$ cat src/rtl/park_occupancy.sv
module park_occupancy #(
  parameter int DEB_LEN = 16
) (
  input  logic       clk,
  input  logic       rst_n,
  input  logic       entry_pulse,
  input  logic       exit_pulse,
  input  logic       clear_btn,
  input  logic       sensor_busy,
  output logic [3:0] count,
  output logic [6:0] seg,
  output logic       lamp_red,
  output logic       lamp_green,
  output logic       lamp_yellow,
  output logic       full
);
  localparam int DW = (DEB_LEN > 2) ? $clog2(DEB_LEN) : 1;
  localparam logic [3:0] TOP = 4'd9;
  localparam logic [DW-1:0] DEB_LAST = DW'(DEB_LEN - 1);

  logic [1:0]    btn_sync;
  logic          btn_held;
  logic [DW-1:0] deb_cnt;

  always_ff @(posedge clk) begin
    if (!rst_n) begin
      btn_sync <= '0;
      btn_held <= 1'b0;
      deb_cnt  <= '0;
    end else begin
      btn_sync <= {btn_sync[0], clear_btn};
      if (btn_sync[1] == btn_held) begin
        deb_cnt <= '0;
      end else if (deb_cnt == DEB_LAST) begin
        btn_held <= btn_sync[1];
        deb_cnt  <= '0;
      end else begin
        deb_cnt <= deb_cnt + 1'b1;
      end
    end
  end

  logic do_inc, do_dec;
  assign do_inc = entry_pulse & ~exit_pulse & (count != TOP);
  assign do_dec = exit_pulse & ~entry_pulse & (count != 4'd0);

  always_ff @(posedge clk) begin
    if (!rst_n)        count <= 4'd0;
    else if (btn_held) count <= 4'd0;
    else if (do_inc)   count <= count + 4'd1;
    else if (do_dec)   count <= count - 4'd1;
  end

  always_comb begin
    case (count)
      4'd0:    seg = 7'h3F;
      4'd1:    seg = 7'h06;
      4'd2:    seg = 7'h5B;
      4'd3:    seg = 7'h4F;
      4'd4:    seg = 7'h66;
      4'd5:    seg = 7'h6D;
      4'd6:    seg = 7'h7D;
      4'd7:    seg = 7'h07;
      4'd8:    seg = 7'h7F;
      4'd9:    seg = 7'h6F;
      default: seg = 7'h00;
    endcase
  end

  assign full        = count[3] & count[0];
  assign lamp_red    = full;
  assign lamp_green  = ~full;
  assign lamp_yellow = sensor_busy;


  count_range_chk: assert property (@(posedge clk) disable iff (!rst_n)
    count <= TOP);


  entry_step_chk: assert property (@(posedge clk) disable iff (!rst_n)
    (entry_pulse && !exit_pulse && !btn_held && count < TOP) |=> count == $past(count) + 4'd1);


  exit_step_chk: assert property (@(posedge clk) disable iff (!rst_n)
    (exit_pulse && !entry_pulse && !btn_held && count > 4'd0) |=> count == $past(count) - 4'd1);


  both_hold_chk: assert property (@(posedge clk) disable iff (!rst_n)
    (entry_pulse && exit_pulse && !btn_held) |=> $stable(count));


  full_level_chk: assert property (@(posedge clk) disable iff (!rst_n)
    full == (count == 4'd9));


  clear_zero_chk: assert property (@(posedge clk) disable iff (!rst_n)
    btn_held |=> count == 4'd0);
endmodule

$ cat config.mk
export PLATFORM = sky130hd
export DESIGN_NAME = park_occupancy
export DESIGN_NICKNAME = d
export VERILOG_FILES = /design/src/rtl/park_occupancy.sv
export SDC_FILE = /design/constraint.sdc
export NUM_CORES = 1
export LEC_CHECK = 0
export BUFFER_PORTS_ARGS = -buffer_cell sky130_fd_sc_hd__buf_4
export CAP_MARGIN = 20
export CORE_MARGIN = 1.5
export CORE_UTILIZATION = 35
export DETAILED_ROUTE_END_ITERATION = 8
export PLACE_DENSITY = 0.68
export RECOVER_POWER = 100
export SYNTH_ARGS = -nofsm -noshare
export SYNTH_HDL_FRONTEND = slang
export SYNTH_SLANG_ARGS = --single-unit
$ cat constraint.sdc
create_clock -name clk -period 3.4 [get_ports clk]
set_clock_uncertainty 0.05 [all_clocks]
set_input_delay 0.85 -clock clk [delete_from_list [all_inputs] [get_ports clk]]
set_output_delay 0.85 -clock clk [all_outputs]
set_load 0.01 [all_outputs]
== Word level (Yosys, flattened, before mapping) ==
Memories as Yosys holds them, arrays and structs flattened. A register that Yosys moved wholly into a read port is not among the register bits.
Index checks and enable logic that the tools add are counted.

* Bitwise gates (word level): 10
* Reductions and logical operators: 5
* Eq/ne operators: 3
* Multiplexer cells: 4
* $add $sub $neg: 3

{| class="wikitable"
|+ Operators with widths
! kind !! count
|-
| $mux 4 || 4
|-
| $add 4x1->4 const B || 2
|-
| $and 1x1->1 || 5
|-
| $not 1->1 || 5
|-
| $eq 4x4->1 const B || 1
|-
| $ne 4x4->1 const B || 1
|-
| $reduce_bool 4->1 || 1
|-
| $sub 4x1->4 const B || 1
|-
| $reduce_or 3->1 || 1
|-
| $reduce_and 2->1 || 1
|-
| $reduce_bool 2->1 || 1
|-
| $reduce_or 2->1 || 1
|-
| $eq 1x1->1 || 1
|}

* Word-level logic and storage cells: 30
* Flip-flop bits (word level): 11
* Memories: 1
* Bits in read-only memories: 112
* Input port bits: 6

{| class="wikitable"
|+ Memories
! memory !! words !! bits a word !! rd ports !! clocked after Yosys merged registers in !! write ports !! RTL line !! source
|-
| (no name shown) || 16 || 7 || 1 || 1 || 0 || 55 || <nowiki>case (count)</nowiki>
|}

== Depth between registers and ports, before layout ==
* Word-level depth: 7
* Depth in mapped cells: 11

== Worst setup path before layout ==
No wires, ideal clock.

* Kind: input to register
* Start point: input exit_pulse
* End point: register, netlist name seg[3]
* Data required time: 3278 ps
* Setup slack: -269 ps
* Cell stages on the path: 10
* Path buffers: 0
* Arrival: 3547 ps
* Path through: nand2b_1 or2_2 inv_1 fa_1 a2111oi_1 inv_1 ha_1 nor4_1 o21ba_2 mux2i_1

* Longest elaborated chain between the ends: 6

{| class="wikitable"
|+ RTL lines
! element !! RTL line !! source
|-
| from (decl) || 7 || <nowiki>input logic exit_pulse,</nowiki>
|-
| $not 1->1 || 44 || <nowiki>assign do_inc = entry_pulse & ~exit_pulse & (count != TOP);</nowiki>
|-
| $and 1x1->1 (2 in series) || 44 ||
|-
| $mux 4 / $reduce_bool 2->1 (equally long branches) || - ||
|-
| $mux 4 (no source line) * (2 in series) || - ||
|}

Mark *: on every way between the ends. The rest lies on a longest branch, timed or not.
A chain may end at the register's enable or synchronous reset.

== Final worst setup path ==
* Start point: input exit_pulse
* End point: register, netlist name seg[3]

* Longest elaborated chain between the ends: 6

{| class="wikitable"
|+ RTL lines
! element !! RTL line
|-
| $not 1->1 || 44
|-
| $and 1x1->1 (2 in series) || 44
|-
| $mux 4 / $reduce_bool 2->1 (equally long branches) || -
|-
| $mux 4 (no source line) * (2 in series) || -
|}

Marked as above.

==> out/results.txt <==
Outcome - finished, final reports clean
Fin crit period - 3.20 ns
# port buffers - 18
Post-CTS setup buffers - 0
RSZ-0062 raised after global routing - no
Area Overhead vs Synth - 19.2%
Min-delay src - btn_sync[0]
Setup ws final - 0.200 ns
Mux cell area share after synthesis - 13.7%
TritonCTS buffer count - 3
Comb pwr share - 46.0%
Remaining global-route overflow - 0
Share of synthesized registers carrying an async set or reset - 0%
Initial DRC Count - 30
Post-Synth Adder-Cell Area - 11.8%
Largest net degree at the start of global routing - 11
Vias in the first global route - 921
R2R setup slack - 0.29 ns
Yosys reg bits - 18
Crit path launch type - input pin
DRC errors left - 0
Synth Area in Simple Gates - 18.2%
Core Rows - 20
Total die area - 0.00355 mm^2
Main combinational cell family by area after synthesis - simple AND/OR/NAND/NOR gates
Fmax - 0.312 GHz
Post-layout net count - 154
Final setup fails - 0
Critical Path Fanout Max - 3
Crit path cell chain - clkbuf_4 > nand2b_1 > or2_2 > inv_1 > fa_1 > a2111oi_4 > inv_1 > ha_1 > nor4_1 > o21ba_2 > mux2i_1
Layout cell share with drive strength beyond 1 - 19.0%
P_leak - 0.600 nW
Xor and xnor area share after synthesis - 5.58%
WP data required - 3.58 ns
Starting Density - 36.7%
Worst Reg-to-Reg Cells - 10
Most frequent CP cell - inv_1
WS Path Type - in -> reg
Avg Cell Area, Syn - 10.4 um^2
Slew HR - 63.8%
Chip height - 59.6 um
Switching share of power - 37.1%
Slowest Stage Delay on Critical Path - 0.47 ns
Initial antenna violation count - 0
CP Data Arrival Time - 3.38 ns
Compound-Gate Fraction of Synth Area - 11.8%
Clock-pin slew of the registers on the worst-case setup and hold paths - 0.10 ns
DR WL/cell - 11.9 um
Internal power - 0.000496 W
CTS Hold Bufs - 0
Synth Net Count - 124
Crit end category - register
Ports - 21
Post-route ant nets - 0
Net Sw Power - 0.000293 W
Drt pass-1 iters - 4
Root buffer cell - clkbuf_4
Antenna Cells - 0
Via density - 4.81
Main synth FF type - dfxtp_1
Deepest clock path buffer count - 2
Hold Path Class - reg -> reg
Core area - 0.00305 mm^2
H-tree Lvls - 1
Slew @ Worst Pin - 0.530 ns
Total GRT Usage - 13.8%
R2r endpoint - seg[3]
First-pass GRT wire length - 3780 um
Clock sinks - 18
Post-DP Area - 0.00139 mm^2
Hold Path Sink - btn_sync[1]
Maximum VDD drop - 0.262 mV
Clk pwr share - 16.5%
Library cells used by synthesis - 38
Fin area - 0.00134 mm^2
# fillers - 325
Syn Inst Count - 108
CP max stage cell - fa_1
CTS tree - done
Gpl congestion - 0.769
Vias - 871
Slew Limit Fails - 0
Dpl ws - -0.0769 ns
Clock Latency Late Sink - 0.29 ns
Post-DP HPWL - 1720 um
Post-synth EDFFs - 0
PwrDens - 590 mW/mm^2
Die width - 59.6 um
Reg2reg start - count[1]
Flop pwr share - 37.5%
Post-synthesis sequential area ratio - 32.1%
Post-synthesis cell area - 0.00112 mm^2
Max Cap Viol - 0
Final number of hold-violating endpoints - 0
Post-route clock period utilization - 94.1%
Worst hold path depth - 1
Ys Warns - 0
Setup tns final - 0 ns
Total wire length - 2150 um
Post-CTS Resized - 0
==> worst max-delay path by stage <==
stage / from / endpoint / slack [ns] / cells after the start
detailed placement: exit_pulse / seg[3] / -0.08 / 11
CTS: exit_pulse / seg[3] / 0.19 / 11
global route: exit_pulse / seg[3] / 0.04 / 11
global placement: exit_pulse / seg[3] / 0.02 / 11
finish: exit_pulse / seg[3] / 0.20 / 11
floorplan: exit_pulse / seg[3] / 0.03 / 10
==> power by group through the flow <==
stage	Sequential, W	Combinational, W	Clock, W
after floorplan	0.000316	0.000244	0
after global placement	0.000301	0.000413	0
after detailed placement	0.000302	0.000424	0
after CTS	0.000298	0.000428	0.000137
after global routing	0.000302	0.000401	0.000146
final	0.000296	0.000363	0.000130
==> flip-flops by register name, indices dropped and copies added (netlist names) <==
register,flops
btn_held,1
seg,7
count,4
deb_cnt,4
btn_sync,2
==> cells by family (layout without fill, tap and decap cells) <==
family,after synthesis,after routing
xor+xnor,5,5
mux,14,14
compound gates,14,14
buf+inv,15,44
simple gates,32,32
fa+ha+maj,10,10
flops,18,18
==> cell type report <==
class | count | area [um^2] | area share (%)
Clock buffer | 4 | 36.3 | 2.72
Tap cell | 44 | 55.1 | 4.12
Sequential cell | 18 | 360 | 27.0
Multi-Input combinational cell | 75 | 679 | 50.8
Inverter | 11 | 41.3 | 3.09
Timing Repair Buffer | 29 | 164 | 12.3
==> placed cells by master, fill, tap and decap left out, drive strengths merged <==
cell type / instances
a211oi: 4
nor2b: 3
dfxtp: 18
nor2: 6
xor2: 4
mux2: 1
or4: 1
a21oi: 2
o211ai: 2
nor3: 2
and3: 1
inv: 11
a21boi: 1
or2: 1
and4bb: 1
a211o: 1
a2111oi: 3
fa: 1
or3: 1
clkbuf: 24
nand3b: 1
nor4: 1
ha: 9
and2: 3
o21ba: 1
buf: 9
mux2i: 13
nand2: 2
nand2b: 4
nand3: 5
xnor2: 1
==> through the flow <==
stage                     std cells  hold WS [ns]  total power, W  utilization, %
after floorplan                 108         0.362        0.000560               -
after global placement          177         0.367        0.000714            45.5
after detailed placement        177         0.373        0.000726            45.5
after CTS                       181         0.399        0.000862            46.7
after global routing            181         0.412        0.000849            43.8
final                           181         0.394        0.000789            43.8
==> cell usage after synthesis (2+ instances only) <==
library cell	count	share of area, %
xor2_1	3	2.3
buf_4	3	2.0
ha_1	9	10
nand2_1	2	0.67
nand3_1	5	2.2
dfxtp_1	18	32
and2_1	3	1.7
a211oi_1	3	2.0
a21oi_1	2	0.89
o211ai_1	2	1.3
mux2i_1	12	11
inv_1	10	3.3
nor2b_1	3	1.7
nand2b_1	4	2.2
nor2_1	5	1.7
a2111oi_0	2	1.6
==> critical path: cells and delay by family <==
kind            cells  cell delay, ns
buf+inv             3            0.29
simple gates        3            0.79
fa+ha+maj           2            0.76
mux                 1            0.11
compound gates      2            0.56
==> routing by layer <==
layer | up-vias | wire length (um) | GRT usage, %
met5 | - | 0 | 0
met4 | 0 | 10 | 5.40
li1 | 432 | - | -
met1 | 417 | 932 | 16.5
met3 | 2 | 87 | 2.62
met2 | 20 | 1120 | 24.3
No activity file was read; power rests on OpenSTA's default activity.
